File: src/rtl/dseq_pkg.sv
package dseq_pkg;

  typedef enum logic [2:0] {
    CMD_NOP = 3'd0,
    CMD_ACT = 3'd1,
    CMD_RD  = 3'd2,
    CMD_WR  = 3'd3,
    CMD_PRE = 3'd4
  } dram_cmd_e;

  function automatic int max2(input int a, input int b);
    return (a > b) ? a : b;
  endfunction

endpackage

File: src/rtl/dseq_gate.sv
// Saturating down-counter that holds back one class of command.
// A load keeps the larger of the remaining wait and the new one.
module dseq_gate #(
  parameter int W = 4
) (
  input  logic         clk,
  input  logic         rst_n,
  input  logic         load,
  input  logic [W-1:0] load_val,
  output logic         open_o
);

  logic [W-1:0] cnt;
  logic [W-1:0] dec;
  logic [W-1:0] nxt;

  always_comb begin
    dec = (cnt == '0) ? '0 : cnt - 1'b1;
    nxt = (load && (load_val > dec)) ? load_val : dec;
  end

  always_ff @(posedge clk) begin
    if (!rst_n) cnt <= '0;
    else        cnt <= nxt;
  end

  assign open_o = (cnt == '0);

  AST_GATE_LOAD_CLOSES: assert property (@(posedge clk) disable iff (!rst_n)
    (load && load_val != '0) |=> !open_o);

endmodule

File: src/rtl/dseq_row_table.sv
// Per-bank record of the open row.
module dseq_row_table
  import dseq_pkg::*;
#(
  parameter int BANKS  = 4,
  parameter int BANK_W = 2,
  parameter int ROW_W  = 13
) (
  input  logic              clk,
  input  logic              rst_n,
  input  logic              set_en,
  input  logic              clr_en,
  input  logic [BANK_W-1:0] upd_bank,
  input  logic [ROW_W-1:0]  upd_row,
  input  logic [BANK_W-1:0] lk_bank,
  input  logic [ROW_W-1:0]  lk_row,
  output logic              lk_open,
  output logic              lk_hit
);

  logic [BANKS-1:0]            open_q;
  logic [BANKS-1:0][ROW_W-1:0] row_q;

  for (genvar b = 0; b < BANKS; b++) begin : g_entry
    logic hit_b;
    assign hit_b = (upd_bank == BANK_W'(b));
    always_ff @(posedge clk) begin
      if (!rst_n) begin
        open_q[b] <= 1'b0;
        row_q[b]  <= '0;
      end else if (hit_b && set_en) begin
        open_q[b] <= 1'b1;
        row_q[b]  <= upd_row;
      end else if (hit_b && clr_en) begin
        open_q[b] <= 1'b0;
      end
    end
  end

  assign lk_open = open_q[lk_bank];
  assign lk_hit  = open_q[lk_bank] && (row_q[lk_bank] == lk_row);

  AST_ACT_ON_CLOSED: assert property (@(posedge clk) disable iff (!rst_n)
    set_en |-> !open_q[upd_bank]);
  AST_PRE_ON_OPEN: assert property (@(posedge clk) disable iff (!rst_n)
    clr_en |-> open_q[upd_bank]);

endmodule

File: src/rtl/dseq_timing.sv
// All inter-command gaps, as per-bank and bus-wide countdown gates.
module dseq_timing
  import dseq_pkg::*;
#(
  parameter int BANKS     = 4,
  parameter int BANK_W    = 2,
  parameter int T_RCD     = 3,
  parameter int T_RP      = 3,
  parameter int T_RAS     = 6,
  parameter int T_WR      = 2,
  parameter int T_WTR     = 1,
  parameter int T_CL      = 3,
  parameter int T_DQSS    = 1,
  parameter int BURST_LEN = 4
) (
  input  logic              clk,
  input  logic              rst_n,
  input  dram_cmd_e         iss_code,
  input  logic [BANK_W-1:0] iss_bank,
  output logic [BANKS-1:0]  act_ok,
  output logic [BANKS-1:0]  col_ok,
  output logic [BANKS-1:0]  pre_ok,
  output logic              rd_ok,
  output logic              wr_ok
);

  localparam int BURST_CYC = BURST_LEN / 2;
  localparam int T_RC      = T_RAS + T_RP;
  localparam int RD2WR     = T_CL + BURST_CYC;
  localparam int WR2RD     = T_DQSS + BURST_CYC + T_WTR;
  localparam int WR2PRE    = T_DQSS + BURST_CYC + T_WR;
  localparam int RD2PRE    = BURST_CYC;
  localparam int MAX_GAP   = max2(max2(max2(T_RC, RD2WR), max2(WR2RD, WR2PRE)),
                                  max2(max2(T_RCD, T_RP), max2(T_RAS, RD2PRE)));
  localparam int CNT_W     = $clog2(MAX_GAP + 1);

  localparam logic [CNT_W-1:0] L_RC     = CNT_W'(T_RC - 1);
  localparam logic [CNT_W-1:0] L_RP     = CNT_W'(T_RP - 1);
  localparam logic [CNT_W-1:0] L_RCD    = CNT_W'(T_RCD - 1);
  localparam logic [CNT_W-1:0] L_RAS    = CNT_W'(T_RAS - 1);
  localparam logic [CNT_W-1:0] L_RD2PRE = CNT_W'(RD2PRE - 1);
  localparam logic [CNT_W-1:0] L_WR2PRE = CNT_W'(WR2PRE - 1);
  localparam logic [CNT_W-1:0] L_BURST  = CNT_W'(BURST_CYC - 1);
  localparam logic [CNT_W-1:0] L_WR2RD  = CNT_W'(WR2RD - 1);
  localparam logic [CNT_W-1:0] L_RD2WR  = CNT_W'(RD2WR - 1);

  logic is_act, is_pre, is_rd, is_wr;
  assign is_act = (iss_code == CMD_ACT);
  assign is_pre = (iss_code == CMD_PRE);
  assign is_rd  = (iss_code == CMD_RD);
  assign is_wr  = (iss_code == CMD_WR);

  for (genvar b = 0; b < BANKS; b++) begin : g_bank
    logic             sel;
    logic             act_ld, col_ld, pre_ld;
    logic [CNT_W-1:0] act_v, pre_v;

    assign sel    = (iss_bank == BANK_W'(b));
    assign act_ld = sel && (is_act || is_pre);
    assign act_v  = is_act ? L_RC : L_RP;
    assign col_ld = sel && is_act;
    assign pre_ld = sel && (is_act || is_rd || is_wr);
    assign pre_v  = is_act ? L_RAS : (is_rd ? L_RD2PRE : L_WR2PRE);

    dseq_gate #(.W(CNT_W)) u_act_gate (
      .clk(clk), .rst_n(rst_n), .load(act_ld), .load_val(act_v), .open_o(act_ok[b]));
    dseq_gate #(.W(CNT_W)) u_col_gate (
      .clk(clk), .rst_n(rst_n), .load(col_ld), .load_val(L_RCD), .open_o(col_ok[b]));
    dseq_gate #(.W(CNT_W)) u_pre_gate (
      .clk(clk), .rst_n(rst_n), .load(pre_ld), .load_val(pre_v), .open_o(pre_ok[b]));
  end

  logic             bus_ld;
  logic [CNT_W-1:0] rd_v, wr_v;
  assign bus_ld = is_rd || is_wr;
  assign rd_v   = is_rd ? L_BURST : L_WR2RD;
  assign wr_v   = is_wr ? L_BURST : L_RD2WR;

  dseq_gate #(.W(CNT_W)) u_rd_gate (
    .clk(clk), .rst_n(rst_n), .load(bus_ld), .load_val(rd_v), .open_o(rd_ok));
  dseq_gate #(.W(CNT_W)) u_wr_gate (
    .clk(clk), .rst_n(rst_n), .load(bus_ld), .load_val(wr_v), .open_o(wr_ok));

  AST_WR_BLOCKS_RD: assert property (@(posedge clk) disable iff (!rst_n)
    is_wr |=> !rd_ok);
  AST_RD_BLOCKS_WR: assert property (@(posedge clk) disable iff (!rst_n)
    is_rd |=> !wr_ok);

endmodule

File: src/rtl/dseq_sequencer.sv
// Open-page command sequencer: one request in flight, greedy issue.
module dseq_sequencer
  import dseq_pkg::*;
#(
  parameter int BANKS     = 4,
  parameter int ROW_W     = 13,
  parameter int COL_W     = 10,
  parameter int ADDR_W    = 13,
  parameter int AP_BIT    = 10,
  parameter int T_RCD     = 3,
  parameter int T_RP      = 3,
  parameter int T_RAS     = 6,
  parameter int T_WR      = 2,
  parameter int T_WTR     = 1,
  parameter int T_CL      = 3,
  parameter int T_DQSS    = 1,
  parameter int BURST_LEN = 4,
  localparam int BANK_W   = $clog2(BANKS)
) (
  input  logic              clk,
  input  logic              rst_n,
  input  logic              req_valid,
  output logic              req_ready,
  input  logic              req_write,
  input  logic [BANK_W-1:0] req_bank,
  input  logic [ROW_W-1:0]  req_row,
  input  logic [COL_W-1:0]  req_col,
  output logic [2:0]        cmd_code,
  output logic [BANK_W-1:0] cmd_bank,
  output logic [ADDR_W-1:0] cmd_addr
);

  // Held request
  logic              pend;
  logic              p_write;
  logic [BANK_W-1:0] p_bank;
  logic [ROW_W-1:0]  p_row;
  logic [COL_W-1:0]  p_col;

  logic lk_open, lk_hit;
  logic [BANKS-1:0] act_ok, col_ok, pre_ok;
  logic rd_ok, wr_ok;

  dram_cmd_e         want;
  logic              ok;
  logic              issue;
  logic              accept;
  dram_cmd_e         nxt_code;
  logic [BANK_W-1:0] nxt_bank;
  logic [ADDR_W-1:0] nxt_addr;
  logic              col_issue;

  dram_cmd_e         code_q;
  logic [BANK_W-1:0] bank_q;
  logic [ADDR_W-1:0] addr_q;

  // Next command needed by the held request
  always_comb begin
    if (!lk_open)    want = CMD_ACT;
    else if (lk_hit) want = p_write ? CMD_WR : CMD_RD;
    else             want = CMD_PRE;
  end

  always_comb begin
    case (want)
      CMD_ACT: ok = act_ok[p_bank];
      CMD_PRE: ok = pre_ok[p_bank];
      CMD_RD:  ok = col_ok[p_bank] && rd_ok;
      CMD_WR:  ok = col_ok[p_bank] && wr_ok;
      default: ok = 1'b0;
    endcase
  end

  assign issue     = pend && ok;
  assign col_issue = issue && (want == CMD_RD || want == CMD_WR);
  assign accept    = req_valid && !pend;
  assign req_ready = !pend;

  always_comb begin
    nxt_code = CMD_NOP;
    nxt_bank = '0;
    nxt_addr = '0;
    if (issue) begin
      nxt_code = want;
      nxt_bank = p_bank;
      case (want)
        CMD_ACT: nxt_addr = ADDR_W'(p_row);
        CMD_RD, CMD_WR: begin
          nxt_addr         = ADDR_W'(p_col);
          nxt_addr[AP_BIT] = 1'b0;
        end
        default: nxt_addr = '0;
      endcase
    end
  end

  always_ff @(posedge clk) begin
    if (!rst_n) begin
      pend    <= 1'b0;
      p_write <= 1'b0;
      p_bank  <= '0;
      p_row   <= '0;
      p_col   <= '0;
    end else if (accept) begin
      pend    <= 1'b1;
      p_write <= req_write;
      p_bank  <= req_bank;
      p_row   <= req_row;
      p_col   <= req_col;
    end else if (col_issue) begin
      pend    <= 1'b0;
    end
  end

  always_ff @(posedge clk) begin
    if (!rst_n) begin
      code_q <= CMD_NOP;
      bank_q <= '0;
      addr_q <= '0;
    end else begin
      code_q <= nxt_code;
      bank_q <= nxt_bank;
      addr_q <= nxt_addr;
    end
  end

  assign cmd_code = code_q;
  assign cmd_bank = bank_q;
  assign cmd_addr = addr_q;

  dseq_row_table #(.BANKS(BANKS), .BANK_W(BANK_W), .ROW_W(ROW_W)) u_rows (
    .clk(clk), .rst_n(rst_n),
    .set_en(issue && want == CMD_ACT),
    .clr_en(issue && want == CMD_PRE),
    .upd_bank(p_bank), .upd_row(p_row),
    .lk_bank(p_bank), .lk_row(p_row),
    .lk_open(lk_open), .lk_hit(lk_hit));

  dseq_timing #(
    .BANKS(BANKS), .BANK_W(BANK_W), .T_RCD(T_RCD), .T_RP(T_RP), .T_RAS(T_RAS),
    .T_WR(T_WR), .T_WTR(T_WTR), .T_CL(T_CL), .T_DQSS(T_DQSS), .BURST_LEN(BURST_LEN)
  ) u_timing (
    .clk(clk), .rst_n(rst_n),
    .iss_code(nxt_code), .iss_bank(nxt_bank),
    .act_ok(act_ok), .col_ok(col_ok), .pre_ok(pre_ok),
    .rd_ok(rd_ok), .wr_ok(wr_ok));

  AST_AP_LOW: assert property (@(posedge clk) disable iff (!rst_n)
    (cmd_code == CMD_RD || cmd_code == CMD_WR) |-> cmd_addr[AP_BIT] == 1'b0);
  AST_NOP_QUIET: assert property (@(posedge clk) disable iff (!rst_n)
    (cmd_code == CMD_NOP) |-> (cmd_bank == '0 && cmd_addr == '0));
  AST_SINGLE_ACCEPT: assert property (@(posedge clk) disable iff (!rst_n)
    (req_valid && req_ready) |=> !req_ready);
  AST_RCD_GAP: assert property (@(posedge clk) disable iff (!rst_n)
    (cmd_code == CMD_ACT) |=>
      !((cmd_code == CMD_RD || cmd_code == CMD_WR) && cmd_bank == $past(cmd_bank)));
  AST_BURST_GAP: assert property (@(posedge clk) disable iff (!rst_n)
    (cmd_code == CMD_RD || cmd_code == CMD_WR) |=>
      !(cmd_code == CMD_RD || cmd_code == CMD_WR));
  AST_RP_GAP: assert property (@(posedge clk) disable iff (!rst_n)
    (cmd_code == CMD_PRE) |=> !(cmd_code == CMD_ACT && cmd_bank == $past(cmd_bank)));

endmodule

File: config.mk
export PLATFORM = sky130hd
export DESIGN_NAME = dseq_sequencer
export DESIGN_NICKNAME = d
export VERILOG_FILES = /design/src/rtl/dseq_pkg.sv /design/src/rtl/dseq_gate.sv /design/src/rtl/dseq_row_table.sv /design/src/rtl/dseq_timing.sv /design/src/rtl/dseq_sequencer.sv
export SDC_FILE = /design/constraint.sdc
export NUM_CORES = 1
export LEC_CHECK = 0
export BUFFER_PORTS_ARGS = -buffer_cell sky130_fd_sc_hd__buf_2
export CAP_MARGIN = 10
export CORE_UTILIZATION = 45
export DETAILED_ROUTE_END_ITERATION = 16
export PLACE_DENSITY = 0.64
export SETUP_SLACK_MARGIN = 0.5
export SYNTH_ARGS = -nofsm -noshare
export SYNTH_HDL_FRONTEND = slang
export SYNTH_SLANG_ARGS = --single-unit
export TNS_END_PERCENT = 100
File: constraint.sdc
create_clock -name clk -period 3.11 [get_ports clk]
set_input_delay 0.311 -clock clk [delete_from_list [all_inputs] [get_ports clk]]
set_output_delay 0.311 -clock clk [all_outputs]
set_load 0.005 [all_outputs]
==> metrics.md <==
| Metric | Value |
|---|---|
| CTS buffer count | `17` |
| Peak VDD IR | `488 uV` |
| Slew Viols, Final | `0` |
| Routed via count | `6481` |
| Post-Synthesis Mean Instance Area | `8.45 um^2` |
| Final WL | `19100 um` |
| Initial drt markers | `421` |
| Endpoints failing setup | `17` |
| PortBufs | `47` |
| Later-pin clock latency in the skew report | `0.43 ns` |
| Max Clock Freq | `0.299 GHz` |
| Fin worst setup slack | `-0.237 ns` |
| Failing checks | `setup timing` |
| Highest metal used | `met4` |
| Met1 Wirelength | `8490 um` |
| Cts hold-fix bufs | `0` |
| Power per Cell Area | `551 mW/mm^2` |
| EDFF count, synth | `0` |
| First-pass GRT wire length | `30100 um` |
| Final HPWL DP | `12600 um` |
| Crit path capture type | `flop` |
| CP Max Fanout | `6` |
| Post-Synthesis Cells | `861` |
| WL met2 | `9470 um` |
| CTS max path bufs | `2` |
| Synth Warn # | `0` |
| Num Clock Sinks | `157` |
| Seq/Total Area, Yosys | `43.2%` |
| Total GRT Usage | `23.5%` |
| Layout cells sized above 1 | `24.6%` |
| Hold crit path type | `input port to flop` |
| RSZ-0062 raised after global routing | `yes` |
| Period utilisation layout | `108%` |
| Routed vias/inst | `5.54` |
| Commonest non-fill, non-tap cell in the layout | `nand2_1` |
| # IOs | `48` |
| Final Hold Fails | `0` |
| Initial antenna violation count | `0` |
| Die Wd | `129 um` |
| Place WS | `-0.355 ns` |
| Maxcap violations | `0` |
| Primary FF master, synth | `dfxtp_1` |
| Crit path launch type | `flop` |
| Leak | `3.52 nW` |
| Row cnt | `46` |
| Met3 WL | `718 um` |
| Worst Hold Slack | `0.116 ns` |
| Core Footprint | `0.0158 mm^2` |
| Area grow syn2layout | `25.0%` |
| Cell variety after synth | `62` |
| Root Driver | `clkbuf_16` |
| Pre-antenna DRT Iters | `5` |
| Mapped Area | `0.00728 mm^2` |
| Antenna-violating nets left | `0` |
| GRT overflow | `0` |
| GPL Wtd Cong | `0.853` |
| Status | `finished with violations` |
| Die area | `0.0167 mm^2` |
| #FFs+latches synth | `157` |
| Most frequent cells in the layout | `nand2_1 (170), dfxtp_1 (155), a21oi_1 (97), nor2_1 (56), buf_4 (52)` |
| Setup Crit Path Kind | `flop to flop` |
| TritonCTS clock tree | `yes` |
| Routed length per instance | `16.3 um` |
| Slew @ Worst Pin | `0.771 ns` |
| Synth async-reset ratio | `0%` |
| Starting Density | `46.0%` |
| Largest net degree at the start of global routing | `113` |
| Setup Skew | `0.0118 ns` |
| ANT cells | `0` |
| Tmin final | `3.35 ns` |
| Vias in the first global route | `6071` |
| Critical Path AT | `3.67 ns` |
| Post-Syn Nets | `909` |
| Relative slew margins | `48.3%` |
| WP data required | `3.43 ns` |
| Die Y-Extent | `129 um` |
| Nets@finish | `988` |
| Fillers | `1409` |
| Residual DRC count | `0` |
| Clock-pin slew on the worst setup and hold paths | `0.07 ns` |
| H-tree levels | `4` |
-- power breakdown --
part | switching (mW) | total, mW | internal [mW] | leakage (nW)
clock network | 0.883 | 2.08 | 1.20 | 0.280
logic | 0.458 | 0.812 | 0.354 | 1.97
registers | 0.0577 | 2.12 | 2.06 | 1.27
total | 1.40 | 5.01 | 3.61 | 3.52
-- flip-flops by register name (all words and copies together), names as in the netlist, 3 cells and up --
name	flops
u_timing.g_bank.u_col_gate.cnt	16
cmd_code	3
cmd_addr	13
p_col	10
u_timing.u_rd_gate.cnt	4
u_rows.open_q	4
p_row	13
u_timing.u_wr_gate.cnt	4
u_timing.g_bank.u_act_gate.cnt	16
u_rows.row_q	52
u_timing.g_bank.u_pre_gate.cnt	16
-- final cells by class --
type                            count  area [um^2]  area share, %
Tap cell                          216          270           2.97
Sequential cell                   157         3150           34.6
Clock inverter                     14          156           1.72
Clock buffer                       18          429           4.72
Timing Repair Buffer              116          896           9.85
Multi-Input combinational cell    629         4110           45.2
Inverter                           19         80.1          0.881
-- layer usage --
layer / GRT usage, % / vias up
li1: - / 3212
met1: 28.4 / 3095
met2: 40.4 / 145
met3: 5.57 / 29
met4: 8.58 / 0
met5: 0 / -
-- synth_stat cells, types with 4 or more instances --
master / count / area (um^2)
nor4_1: 8 / 50.1
dfxtp_1: 157 / 3140
nor2b_1: 9 / 56.3
nand3b_1: 4 / 30.0
o21a_1: 6 / 45.0
o311a_1: 6 / 60.1
and3_1: 5 / 31.3
nor3_1: 23 / 115
a21oi_1: 102 / 510
buf_2: 10 / 50.1
nand3_1: 43 / 215
o31ai_1: 4 / 30.0
or2_2: 5 / 31.3
nor4b_1: 4 / 35.0
nor2_1: 61 / 229
ha_1: 19 / 238
buf_1: 4 / 15.0
clkbuf_1: 38 / 143
o21ai_0: 26 / 130
nor3b_1: 5 / 37.5
mux4_1: 9 / 236
o221a_2: 6 / 67.6
a21oi_2: 4 / 35.0
inv_1: 19 / 71.3
a31oi_1: 12 / 75.1
a211oi_1: 5 / 37.5
mux2i_1: 25 / 250
o2111ai_1: 4 / 35.0
xnor2_1: 16 / 140
nand2_1: 171 / 642
-- logic make-up (layout without fill, tap and decap cells) --
| logic type | count (synthesis) | count (layout) | share of synthesized area (%) |
|---|---|---|---|
| and+or+nand+nor | 358 | 358 | 22.4 |
| DFF | 157 | 157 | 43.2 |
| muxes | 37 | 37 | 7.62 |
| buffers and inverters | 75 | 167 | 4.45 |
| xor gates and xnor gates | 16 | 16 | 1.93 |
| AOI/OAI and AO/OA | 199 | 199 | 17.1 |
| adders and majority gates | 19 | 19 | 3.27 |
-- worst max-delay path: stages (launching register included) --
cell      delay (ns)
dfxtp_4         0.43
mux4_2          0.56
xnor2_2         0.20
nand4_1         0.13
or2_4           0.30
nor4b_4         0.27
nand3_2         0.18
buf_4           0.20
ha_4            0.25
o211ai_1        0.11
nor2_1          0.14
o221ai_2        0.13
a21oi_2         0.18
buf_4           0.13
nor2_1          0.03
-- per-stage QoR --
stage / total power [mW] / cells / TNS [ns] / util (%) / instance area (um^2)
floorplan: 2.61 / 861 / 0 / - / 7400
global placement: 2.88 / 1130 / -4.76 / 51.6 / 8170
detailed placement: 2.89 / 1130 / -5.97 / 51.6 / 8170
CTS: 4.98 / 1166 / -3.14 / 55.9 / 8850
global route: 5.20 / 1169 / -5.97 / 57.5 / 9090
finish: 5.01 / 1169 / -2.99 / 57.5 / 9090
-- repair_timing --
item,in CTS,in global routing
pin swaps,2,6
setup buffers,4,1
endpoints found under the setup margin,110,108
cloned,0,2
gates resized for setup,11,43
-- final timing paths --
path | startpoint | end | slack (ns) | depth (start not counted)
setup / recovery | p_bank[0]$_SDFFE_PN0P_ | u_timing.g_bank[3].u_pre_gate.cnt[1]$_SDFF_PP0_ | -0.24 | 14
hold / removal | req_col[8] | p_col[8]$_SDFFE_PN0P_ | 0.12 | 3
setup reg to reg | p_bank[0]$_SDFFE_PN0P_ | u_timing.g_bank[3].u_pre_gate.cnt[1]$_SDFF_PP0_ | -0.24 | 14
hold reg to reg | u_rows.row_q[20]$_SDFFE_PN0P_ | u_rows.row_q[20]$_SDFFE_PN0P_ | 0.45 | 2
No activity file was read; power rests on OpenSTA's default activity.
